## src/rtl/mpic_pkg.sv

```systemverilog
package mpic_pkg;

    // Register-port address map
    localparam int ADR_PRI_MASK = 0;
    localparam int ADR_PRI_PEND = 1;
    localparam int ADR_PRI_ACK  = 2;
    localparam int ADR_SEC_MASK = 3;
    localparam int ADR_SEC_PEND = 4;

    // Interrupt output state machine
    typedef enum logic [1:0] {
        IRQ_QUIET  = 2'd0,
        IRQ_RAISED = 2'd1
    } irq_state_e;

    // Source selected for a register read
    typedef enum logic [1:0] {
        RD_ZERO     = 2'd0,
        RD_PRI_MASK = 2'd1,
        RD_PRI_PEND = 2'd2,
        RD_SEC_MASK = 2'd3
    } rd_src_e;

    typedef struct packed {
        logic    wr_mask;
        logic    wr_ack;
        logic    wr_sec;
        rd_src_e rd_src;
    } port_ctl_t;

endpackage

```

## src/rtl/mpic_decode.sv

```systemverilog
module mpic_decode
    import mpic_pkg::*;
#(
    parameter int ADDR_W = 3
) (
    input  logic              wr_en,
    input  logic [ADDR_W-1:0] addr,
    output port_ctl_t         ctl
);

    logic hit_pri_mask;
    logic hit_pri_pend;
    logic hit_ack;
    logic hit_sec_mask;

    assign hit_pri_mask = (addr == ADDR_W'(ADR_PRI_MASK));
    assign hit_pri_pend = (addr == ADDR_W'(ADR_PRI_PEND));
    assign hit_ack      = (addr == ADDR_W'(ADR_PRI_ACK));
    assign hit_sec_mask = (addr == ADDR_W'(ADR_SEC_MASK));

    always_comb begin
        ctl.wr_mask = wr_en && hit_pri_mask;
        ctl.wr_ack  = wr_en && hit_ack;
        ctl.wr_sec  = wr_en && hit_sec_mask;
        // secondary pending, acknowledge and unmapped addresses read zero
        if (hit_pri_mask) begin
            ctl.rd_src = RD_PRI_MASK;
        end else if (hit_pri_pend) begin
            ctl.rd_src = RD_PRI_PEND;
        end else if (hit_sec_mask) begin
            ctl.rd_src = RD_SEC_MASK;
        end else begin
            ctl.rd_src = RD_ZERO;
        end
    end

endmodule

```

## src/rtl/mpic_pending.sv

```systemverilog
module mpic_pending #(
    parameter int NUM_LINES = 8,
    parameter int ACK_IDX_W = 4
) (
    input  logic                 clk,
    input  logic                 rst_n,
    input  logic [NUM_LINES-1:0] set_vec,
    input  logic [NUM_LINES-1:0] clr_vec,
    input  logic                 ack_wr,
    input  logic [ACK_IDX_W-1:0] ack_idx,
    output logic [NUM_LINES-1:0] pend_q,
    output logic [NUM_LINES-1:0] pend_next
);

    // Per line: set first, then clear, then acknowledge
    for (genvar i = 0; i < NUM_LINES; i++) begin : g_line
        logic after_set;
        logic after_clr;
        logic ack_hit;

        assign after_set    = pend_q[i] | set_vec[i];
        assign after_clr    = after_set & ~clr_vec[i];
        assign ack_hit      = ack_wr && (ack_idx == ACK_IDX_W'(i));
        assign pend_next[i] = after_clr & ~ack_hit;
    end

    always_ff @(posedge clk or negedge rst_n) begin
        if (!rst_n) begin
            pend_q <= '0;
        end else begin
            pend_q <= pend_next;
        end
    end

endmodule

```

## src/rtl/mpic_mask_bank.sv

```systemverilog
module mpic_mask_bank #(
    parameter int NUM_LINES = 8
) (
    input  logic                 clk,
    input  logic                 rst_n,
    input  logic                 wr_mask,
    input  logic                 wr_sec,
    input  logic [NUM_LINES-1:0] wdata,
    output logic [NUM_LINES-1:0] en_q,
    output logic [NUM_LINES-1:0] en_next,
    output logic [NUM_LINES-1:0] sec_q
);

    // Enable mask is kept as the complement of the written blocking byte
    assign en_next = wr_mask ? ~wdata : en_q;

    always_ff @(posedge clk or negedge rst_n) begin
        if (!rst_n) begin
            en_q <= '0;
        end else begin
            en_q <= en_next;
        end
    end

    // Secondary mask: stored as written, readback only
    always_ff @(posedge clk or negedge rst_n) begin
        if (!rst_n) begin
            sec_q <= '0;
        end else if (wr_sec) begin
            sec_q <= wdata;
        end
    end

endmodule

```

## src/rtl/mpic_irq_fsm.sv

```systemverilog
module mpic_irq_fsm
    import mpic_pkg::*;
#(
    parameter int NUM_LINES = 8
) (
    input  logic                 clk,
    input  logic                 rst_n,
    input  logic [NUM_LINES-1:0] pend_next,
    input  logic [NUM_LINES-1:0] en_next,
    output logic                 irq
);

    irq_state_e state_q;
    irq_state_e state_d;
    logic       any_live;

    assign any_live = |(pend_next & en_next);

    // State register
    always_ff @(posedge clk or negedge rst_n) begin
        if (!rst_n) begin
            state_q <= IRQ_QUIET;
        end else begin
            state_q <= state_d;
        end
    end

    // Transitions: RAISE, DROP, HOLD
    always_comb begin
        state_d = state_q;
        unique case (state_q)
            IRQ_QUIET: begin
                if (any_live) begin
                    state_d = IRQ_RAISED;
                end
            end
            IRQ_RAISED: begin
                if (!any_live) begin
                    state_d = IRQ_QUIET;
                end
            end
            default: begin
                state_d = IRQ_QUIET;
            end
        endcase
    end

    // Outputs
    always_comb begin
        unique case (state_q)
            IRQ_RAISED: irq = 1'b1;
            default:    irq = 1'b0;
        endcase
    end

endmodule

```

## src/rtl/masked_pic.sv

```systemverilog
module masked_pic
    import mpic_pkg::*;
#(
    parameter int NUM_LINES = 8,
    parameter int ADDR_W    = 3,
    parameter int ACK_IDX_W = 4
) (
    input  logic                 clk,
    input  logic                 rst_n,
    input  logic                 wr_en,
    input  logic                 rd_en,
    input  logic [ADDR_W-1:0]    addr,
    input  logic [NUM_LINES-1:0] wdata,
    output logic [NUM_LINES-1:0] rdata,
    input  logic [NUM_LINES-1:0] set_vec,
    input  logic [NUM_LINES-1:0] clr_vec,
    output logic                 irq
);

    port_ctl_t            ctl;
    logic [NUM_LINES-1:0] pend_q;
    logic [NUM_LINES-1:0] pend_next;
    logic [NUM_LINES-1:0] en_q;
    logic [NUM_LINES-1:0] en_next;
    logic [NUM_LINES-1:0] sec_q;
    logic [NUM_LINES-1:0] rd_value;

    mpic_decode #(
        .ADDR_W (ADDR_W)
    ) u_decode (
        .wr_en (wr_en),
        .addr  (addr),
        .ctl   (ctl)
    );

    mpic_pending #(
        .NUM_LINES (NUM_LINES),
        .ACK_IDX_W (ACK_IDX_W)
    ) u_pending (
        .clk       (clk),
        .rst_n     (rst_n),
        .set_vec   (set_vec),
        .clr_vec   (clr_vec),
        .ack_wr    (ctl.wr_ack),
        .ack_idx   (wdata[ACK_IDX_W-1:0]),
        .pend_q    (pend_q),
        .pend_next (pend_next)
    );

    mpic_mask_bank #(
        .NUM_LINES (NUM_LINES)
    ) u_masks (
        .clk     (clk),
        .rst_n   (rst_n),
        .wr_mask (ctl.wr_mask),
        .wr_sec  (ctl.wr_sec),
        .wdata   (wdata),
        .en_q    (en_q),
        .en_next (en_next),
        .sec_q   (sec_q)
    );

    mpic_irq_fsm #(
        .NUM_LINES (NUM_LINES)
    ) u_fsm (
        .clk       (clk),
        .rst_n     (rst_n),
        .pend_next (pend_next),
        .en_next   (en_next),
        .irq       (irq)
    );

    // Read mux: values held before the read edge
    always_comb begin
        unique case (ctl.rd_src)
            RD_PRI_MASK: rd_value = ~en_q;
            RD_PRI_PEND: rd_value = pend_q;
            RD_SEC_MASK: rd_value = sec_q;
            default:     rd_value = '0;
        endcase
    end

    always_ff @(posedge clk or negedge rst_n) begin
        if (!rst_n) begin
            rdata <= '0;
        end else if (rd_en) begin
            rdata <= rd_value;
        end
    end

endmodule

```

## config.mk

```make
export PLATFORM = sky130hd
export DESIGN_NAME = masked_pic
export DESIGN_NICKNAME = d
export VERILOG_FILES = /design/src/rtl/mpic_pkg.sv /design/src/rtl/mpic_decode.sv /design/src/rtl/mpic_pending.sv /design/src/rtl/mpic_mask_bank.sv /design/src/rtl/mpic_irq_fsm.sv /design/src/rtl/masked_pic.sv
export SDC_FILE = /design/constraint.sdc
export NUM_CORES = 1
export LEC_CHECK = 0
export ABC_AREA = 1
export BUFFER_PORTS_ARGS = -buffer_cell sky130_fd_sc_hd__buf_2
export CAP_MARGIN = 40
export CORE_ASPECT_RATIO = 1.75
export CORE_UTILIZATION = 56
export CTS_CLUSTER_SIZE = 28
export DETAILED_ROUTE_END_ITERATION = 6
export PLACE_DENSITY = 0.82
export SKIP_CTS_REPAIR_TIMING = 1
export SYNTH_ARGS = -nofsm -noshare
export SYNTH_HDL_FRONTEND = slang
export SYNTH_SLANG_ARGS = --single-unit
```

## constraint.sdc

```tcl
create_clock -name clk -period 2 [get_ports clk]
set_input_delay 0.4 -clock clk [delete_from_list [all_inputs] [get_ports clk]]
set_output_delay 0.4 -clock clk [all_outputs]
set_load 0.02 [all_outputs]
```

==> results of run 1 <==
==> layer usage <==
layer / wire length [um] / up-vias / track usage, % / share of wire (%)
met1: 1454 / 642 / 31.94 / 44
met2: 1710 / 39 / 43.23 / 51
met3: 131 / 4 / 5.224 / 3.9
li1: - / 710 / - / -
met4: 41 / 0 / 9.375 / 1.2
met5: 0 / - / 0 / 0
==> report_power, final <==
group | internal [mW] | total (mW) | switching (mW)
Clock | 0.273 | 0.499 | 0.227
Sequential | 0.762 | 0.809 | 0.0475
Combinational | 0.0993 | 0.266 | 0.167
==> layout by cell type (no fill, tap or decap) <==
cell	count
a21oi_1	7
buf_2	39
buf_4	1
clkbuf_1	1
clkbuf_8	6
dfrtp_1	33
inv_1	12
inv_2	1
nand2_1	68
nand2_2	2
nand3_4	1
nand4_1	8
nor2_1	23
nor2_2	2
nor2_4	1
o211ai_1	1
o21ai_0	18
o21ai_1	4
o21bai_1	8
==> worst paths after layout <==
path / from / to / slack, ns / depth (start not counted)
setup / recovery: wr_en / u_fsm.state_q[0] / 0.74 / 10
hold / removal: rst_n / rdata[4] / 0.17 / 1
setup reg to reg: u_pending.pend_q[0] / u_fsm.state_q[0] / 0.96 / 6
hold reg to reg: rdata[4] / rdata[4] / 0.48 / 2
max in group asynchronous: rst_n / rdata[2] / 1.36 / 1
min in group clk: rd_en / rdata[2] / 0.33 / 3
==> cells by family after synthesis <==
group           synth area share (%)
simple gates                   28.34
compound gates                 13.54
flops                          52.55
buf+inv                        5.572
==> critical path, stage by stage <==
cell     delay, ns
buf_2         0.21
nand2_1       0.08
inv_1         0.05
nand2_1       0.15
nor2_1        0.19
nor2_1        0.07
nand2_1       0.06
nand2_1       0.05
nor2_1        0.10
nand2_1       0.06
==> registers in the layout, indices dropped and copies added, names as in the netlist <==
name / count
rdata: 8
u_masks.en_q: 8
u_masks.sec_q: 8
u_pending.pend_q: 8
u_fsm.state_q: 1
==> cell type report <==
| cell class | count | area, um2 | area share [%] |
|---|---|---|---|
| inverter | 13 | 48.80 | 2.630 |
| tap | 27 | 33.78 | 1.821 |
| multi-input combinational | 143 | 658.1 | 35.47 |
| timing repair buffer | 40 | 202.7 | 10.92 |
| sequential | 33 | 825.8 | 44.50 |
| clock buffer | 7 | 86.33 | 4.653 |
==> stage by stage <==
step	setup slack, ns	utilization, %	cells
global placement	0.4592	65.77	256
CTS	0.7429	68.98	263
floorplan	0.7827	-	194
global route	0.5690	68.98	263
detailed placement	0.4454	65.77	256
finish	0.7356	68.98	263
==> results.cfg, run 1 <==
[run_status]
outcome = completed

[timing]
rsz0062_at_grt = false
min_period_ns = 1.264
finalCritPeriodShare_pct = 63.22
finClkSkew_ns = 0.003688
hold_violations = 0
fmax_mhz = 790.9
drv_slew = 0
tns_ns = 0
setup_violations = 0
slew_headroom_pct = 51.68
tightestPinTransition_ns = 0.7249
hold_ws_ns = 0.1661

[clock_network]
clockBufferDepth = 2
clock_latency_ns = 0.28
cts_tree = done
cts.sinks = 33
numCtsBuffers = 5
htreeDepth = 2
cts_root_buf = clkbuf_8
path_clk_slew_ns = 0.06

[drt]
firstDrtPassIters = 4
vias = 1395
drc_errors = 0
antenna_left = 0
wl_per_cell_um = 12.69
routed_wl_um = 3337
vias_per_cell = 5.304
drt_iter0_drc = 51

[logic_synthesis]
yosysUniqueCellTypes = 19
syn-cell-area_um2 = 1572
avgSynthCellArea_um2 = 8.101
synth-async-reset-ratio_pct = 100.0
syn_inst = 194
synth_common_cells = nand2_1, dfrtp_1, nor2_1
synth_seq_area_share_pct = 52.55
synth_area_leader_cell = dfrtp_1
syn_nets = 225
yosys.area.top_type_share_pct = 52.55
synth_area_leaders = dfrtp_1, nand2_1, o21ai_0
synth-main-ff-cell = dfrtp_1
yosys_warnings = 0
ys_ff_latch = 33
synth-edff-count = 0
yosysMostFrequentCell = nand2_1

[worst_setup_path]
critPathMaxFanout = 11
start_kind = input pin
required_ns = 2.17
crit_type = input pin to register
end_kind = register
cp.arrival_ns = 1.44

[power_and_ir_drop]
powerDensity_nw_per_um2 = 848.8
p_leak_nw = 0.9742
peakVddDrop_uv = 654.1
total_power_mw = 1.575

[global_routing]
grt_overflow = 0
grt_pass1_wl_um = 5823
grt_max_degree = 34
antenna_found_initial = 0
grtUsageTotal_pct = 25.43
grt_pass1_vias = 1316

[floorplanning]
die_area_um2 = 3030
core_area_um2 = 2690
row_count = 25
die_h_um = 72.08
ios = 40
dieWidth_um = 42.05
start_util_pct = 58.42

[cells_and_area]
final_area_um2 = 1856
diodes = 0
final_layout_size_suffix_gt1_share_pct = 22.46
fin_nets = 267
syn2layout_area_growth_pct = 18.07
fillCellCount = 254

[placement]
io_buffers = 39
place.gp.congestion = 0.8655
post_dp_cell_area_um2 = 1769
hpwl_um = 2582

[hold_path]
hp-class = input pin to async pin

[flow_run]
cap_viol_max_count = 0
No activity file was read; power rests on OpenSTA's default activity.
==> run 2, diff against run 1 <==
--- a/config.mk
+++ b/config.mk
@@ -9,10 +9,10 @@
 export BUFFER_PORTS_ARGS = -buffer_cell sky130_fd_sc_hd__buf_2
 export CAP_MARGIN = 40
 export CORE_ASPECT_RATIO = 1.75
-export CORE_UTILIZATION = 56
+export CORE_UTILIZATION = 52
 export CTS_CLUSTER_SIZE = 28
 export DETAILED_ROUTE_END_ITERATION = 6
-export PLACE_DENSITY = 0.82
+export PLACE_DENSITY = 0.76
 export SKIP_CTS_REPAIR_TIMING = 1
 export SYNTH_ARGS = -nofsm -noshare
 export SYNTH_HDL_FRONTEND = slang
==> constraint.sdc (replaced) <==
create_clock -name clk -period 1.2 [get_ports clk]
set_input_delay 0.24 -clock clk [delete_from_list [all_inputs] [get_ports clk]]
set_output_delay 0.24 -clock clk [all_outputs]
set_load 0.02 [all_outputs]
==> run 2 against run 1 <==
Compared with the run above: the run now ends with DRC, hold timing left; setup slack lost 0.60 ns; hold slack lost 0.20 ns; flip-flop and latch count is the same; via count grew 1.2%; non-clock buffer count grew 12; core utilization shrank 1.2 points; sequential power grew 67%; clock skew is essentially flat; routed wire length grew 4.5%; clock power grew 81%; register-to-register slack lost 0.77 ns; design area grew 5.7%; largest cell class unchanged.
==> results.cfg, run 2 (same netlist as run 1, synthesis figures left out) <==
[run_status]
outcome = finished, violations left
violations = DRC, hold timing

[floorplanning]
core_area_um2 = 2895
ios = 40
start_util_pct = 54.28
die_area_um2 = 3255
row_count = 26
die_h_um = 74.73
dieWidth_um = 43.56

[global_routing]
grtUsageTotal_pct = 24.61
grt_pass1_vias = 1307
antenna_found_initial = 0
grt_pass1_wl_um = 5754
grt_overflow = 0
grt_max_degree = 34

[power_and_ir_drop]
p_leak_nw = 1.044
peakVddDrop_uv = 665.3
powerDensity_nw_per_um2 = 1396

[placement]
post_dp_cell_area_um2 = 1861
hpwl_um = 2806
dp.cells = 269
place.gp.congestion = 0.9263
io_buffers = 39

[clock_network]
htreeDepth = 2
cts_tree = done
clock_latency_ns = 0.28
clockBufferDepth = 2
path_clk_slew_ns = 0.06
numCtsBuffers = 5
cts_root_buf = clkbuf_8
cts.sinks = 33

[worst_setup_path]
critPathLaunch = rdata[1]
required_ns = 0.96
cp.arrival_ns = 0.82
end_kind = output port
worstReg2RegStart = u_pending.pend_q[1]
r2r_end = u_fsm.state_q[0]
slowest_delay_ns = 0.38
cp_cell_sequence = buf_2
crit_type = register to output port
start_kind = register
cp_top_family = flip-flops
r2r_slack_ns = 0.19
worst_path_max_delay_cell = dfrtp_1
crit_buf_inv = 1
critPathMaxFanout = 2
rr_worst_depth = 6

[timing]
tightestPinTransition_ns = 0.4040
fmax_mhz = 939.4
rsz0062_at_grt = false
slew_headroom_pct = 73.06
hold_ws_ns = -0.03238
setup_violations = 0
finalCritPeriodShare_pct = 88.71
finClkSkew_ns = 0.004128
min_period_ns = 1.065
hold_violations = 33
drv_slew = 0

[drt]
wl_per_cell_um = 12.58
routed_wl_um = 3486
drt_iter0_drc = 45
antenna_left = 0
vias_per_cell = 5.097
drc_errors = 10
vias = 1412
firstDrtPassIters = 6

[cells_and_area]
layout_common_cells = nand2_1, buf_2, dfrtp_1
final_area_um2 = 1962
final_layout_size_suffix_gt1_share_pct = 26.91
fin_nets = 279
diodes = 0
stdcell_count = 277
fillCellCount = 275
final_common_cell = nand2_1
syn2layout_area_growth_pct = 24.84
fin_util_pct = 67.76

[flow_run]
cap_viol_max_count = 0

[hold_path]
hp-class = input pin to async pin
-- run 2: layout make-up --
| type | instances | area, um2 | share of cell area, % |
|---|---|---|---|
| multi-input combinational | 143 | 658.1 | 33.55 |
| inverter | 13 | 48.80 | 2.487 |
| clock buffer | 7 | 96.34 | 4.911 |
| tap | 28 | 35.03 | 1.786 |
| sequential | 33 | 825.8 | 42.09 |
| timing repair buffer | 52 | 292.8 | 14.92 |
| clock inverter | 1 | 5.005 | 0.2551 |
-- run 2: power by group --
group	total [mW]	internal, mW	switching [mW]
clock network	0.904	0.518	0.387
registers	1.35	1.27	0.0847
logic	0.481	0.194	0.287
-- run 2: worst max-delay path by stage --
stage	end	slack, ns	cells after the start
global route	u_fsm.state_q[0]	0.04	9
global placement	u_fsm.state_q[0]	-0.10	9
CTS	rdata[1]	0.13	1
detailed placement	u_fsm.state_q[0]	-0.11	9
finish	rdata[1]	0.14	1
floorplan	u_fsm.state_q[0]	0.14	9
-- run 2: through the flow --
| step | hold WS (ns) | setup WS, ns | power [mW] | setup TNS, ns |
|---|---|---|---|---|
| after floorplan | -0.05559 | 0.1427 | 1.640 | 0 |
| after CTS | -0.02084 | 0.1322 | 2.757 | 0 |
| after detailed placement | 0.2796 | -0.1111 | 1.856 | -0.2407 |
| after global placement | 0.2803 | -0.1037 | 1.842 | -0.1120 |
| final | -0.03238 | 0.1355 | 2.739 | 0 |
| after global routing | 0.003143 | 0.04484 | 2.876 | 0 |
-- run 2: layer usage --
layer	GRT usage (%)	part of all wire [%]	wire (um)	vias up
li1	-	-	-	733
met1	27.26	40	1409	633
met2	44.28	53	1862	37
met3	4.317	3.5	121	9
met4	12.15	2.6	92	0
met5	0	0	0	-
==> run 3, diff against run 2 <==
--- a/config.mk
+++ b/config.mk
@@ -5,14 +5,14 @@
 export SDC_FILE = /design/constraint.sdc
 export NUM_CORES = 1
 export LEC_CHECK = 0
-export ABC_AREA = 1
+export ABC_CLOCK_PERIOD_IN_PS = 1200
 export BUFFER_PORTS_ARGS = -buffer_cell sky130_fd_sc_hd__buf_2
 export CAP_MARGIN = 40
 export CORE_ASPECT_RATIO = 1.75
-export CORE_UTILIZATION = 52
+export CORE_UTILIZATION = 51
 export CTS_CLUSTER_SIZE = 28
 export DETAILED_ROUTE_END_ITERATION = 6
-export PLACE_DENSITY = 0.76
+export PLACE_DENSITY = 0.75
 export SKIP_CTS_REPAIR_TIMING = 1
 export SYNTH_ARGS = -nofsm -noshare
 export SYNTH_HDL_FRONTEND = slang
==> run 3 against run 2 <==
Compared with the run above: setup slack got worse by 0.22 ns; core utilization up 1.2 points; the run ends with DRC, hold timing, setup timing left; via count shrank 11%; largest cell class unchanged.
==> results.cfg, run 3 <==
[run_status]
outcome = finished, violations left
violations = DRC, hold timing, setup timing

[power_and_ir_drop]
p_leak_nw = 1.043
peakVddDrop_uv = 1153
powerDensity_nw_per_um2 = 1432
total_power_mw = 2.857

[logic_synthesis]
synth_area_leaders = dfrtp_1, mux2_2, mux2i_1
synth-edff-count = 0
syn_nets = 168
yosysUniqueCellTypes = 25
syn-cell-area_um2 = 1530
synth_adder_area_share_pct = 0
synth_area_leader_cell = dfrtp_1
ys_ff_latch = 33
synthMuxAreaShare_pct = 17.01
yosysMostFrequentCell = dfrtp_1
yosys.area.top_type_share_pct = 53.97
synth_top_family_by_area = multiplexers
synth_xor_area_share_pct = 0
synth_common_cells = dfrtp_1, inv_1, mux2_2
synth_compound_area_share_pct = 14.72
synth_seq_area_share_pct = 53.97
synth-async-reset-ratio_pct = 100.0
avgSynthCellArea_um2 = 11.17
syn_inst = 137
synth-main-ff-cell = dfrtp_1
yosys.area_share.simple_pct = 8.340
yosys_warnings = 0

[timing]
layout_setup_ws_ns = -0.08163
min_period_ns = 1.282
finClkSkew_ns = 0.004140
tightestPinTransition_ns = 0.4093
slew_headroom_pct = 72.71
fmax_mhz = 780.3
drv_slew = 0
hold_violations = 33
hold_ws_ns = -0.04013
rsz0062_at_grt = true
setup_violations = 1
finalCritPeriodShare_pct = 106.8

[worst_setup_path]
worst_path_max_delay_cell = or4b_4
slowest_delay_ns = 0.63
cp_cell_sequence = buf_2 -> or4b_4 -> mux2i_1 -> a22oi_1 -> nand4_1
critPathMaxFanout = 8
crit_type = input pin to register
start_kind = input pin
required_ns = 1.37
cp.arrival_ns = 1.45
end_kind = register

[drt]
vias = 1262
drt_iter0_drc = 48
vias_per_cell = 5.609
routed_wl_um = 3565
antenna_left = 0
wl_per_cell_um = 15.84
firstDrtPassIters = 6
drc_errors = 8

[clock_network]
htreeDepth = 2
cts.sinks = 33
clock_latency_ns = 0.29
path_clk_slew_ns = 0.07
numCtsBuffers = 5
clockBufferDepth = 2
cts_root_buf = clkbuf_8
cts_tree = done

[global_routing]
grt_pass1_wl_um = 5692
antenna_found_initial = 0
grt_max_degree = 34
grtUsageTotal_pct = 24.67
grt_pass1_vias = 1273
grt_overflow = 0

[placement]
hpwl_um = 2711
post-place-ws_ns = -0.4229
io_buffers = 39
place.gp.congestion = 0.8369
post_dp_cell_area_um2 = 1879

[floorplanning]
start_util_pct = 52.85
die_h_um = 74.46
ios = 40
die_area_um2 = 3232
core_area_um2 = 2895
dieWidth_um = 43.41
row_count = 26

[cells_and_area]
final_common_cell = buf_2
syn2layout_area_growth_pct = 30.42
layout_common_cells = buf_2, dfrtp_1, buf_4
final_area_um2 = 1996
final_layout_size_suffix_gt1_share_pct = 43.15
diodes = 0
fin_nets = 227
fillCellCount = 225

[hold_path]
hp-class = input pin to async pin

[flow_run]
cap_viol_max_count = 0
[run 3: changes by cell type after synthesis, sizes merged, moves of 3 or more]
cell,before,now
buf,5,2
nand4,8,1
mux2i,0,8
a22oi,0,4
clkbuf,0,4
mux2,0,16
a31oi,0,7
o21ai,22,0
nand2,70,0
nor2,26,11
o22ai,0,8
inv,13,16
[run 3: final cells by class]
type                       instances  area (um2)  area share (%)
tap                               28       35.03           1.755
clock buffer                       7       96.34           4.828
timing repair buffer              58       337.8           16.93
clock inverter                     1       5.005          0.2508
inverter                          16       60.06           3.009
multi-input combinational         82       635.6           31.85
sequential                        33       825.8           41.38
[run 3: through the flow]
stage	TNS, ns	instances	utilization [%]	hold WS (ns)
floorplan	-0.2231	137	-	-0.05559
global placement	-5.063	217	64.91	0.2714
detailed placement	-5.596	217	64.91	0.2884
CTS	-0.1087	225	68.41	-0.02619
global route	-0.1345	225	68.93	0.002435
finish	-0.08163	225	68.93	-0.04013
[run 3: power breakdown]
group / switching, mW / internal, mW
Combinational: 0.283 / 0.286
Sequential: 0.0859 / 1.28
Clock: 0.406 / 0.518
[run 3: cells by family (layout without fill, tap and decap cells)]
| kind of cell | Yosys count | count (layout) |
|---|---|---|
| AND/OR/NAND/NOR | 23 | 23 |
| multiplexers | 24 | 24 |
| flip-flops | 33 | 33 |
| AO/OA/AOI/OAI | 35 | 35 |
| buffers and inverters | 22 | 82 |
[run 3: final timing paths]
kind | from | end | slack (ns) | depth (start not counted)
setup reg to reg | u_pending.pend_q[3] | u_fsm.state_q[0] | 0.12 | 4
min in group clk | clr_vec[6] | u_pending.pend_q[6] | 0.12 | 2
hold reg to reg | u_masks.sec_q[5] | u_masks.sec_q[5] | 0.51 | 1
hold / removal | rst_n | rdata[4] | -0.04 | 2
setup / recovery | addr[0] | u_fsm.state_q[0] | -0.08 | 5
max in group asynchronous | rst_n | u_masks.sec_q[2] | 0.94 | 2
[run 3: per-layer routing]
metal	GRT usage [%]	up-vias	share of wire [%]	routed length [um]
li1	-	604	-	-
met1	27.69	610	39	1388
met2	43.94	42	55	1946
met5	0	-	0	0
met3	4.369	6	4.2	151
met4	12.50	0	2.2	78
[run 3: worst max-delay path: cells and delay by family]
kind,cells,cell delay [ns]
buffers and inverters,1,0.11
AOI/OAI and AO/OA,1,0.20
and+or+nand+nor,2,0.73
muxes,1,0.18
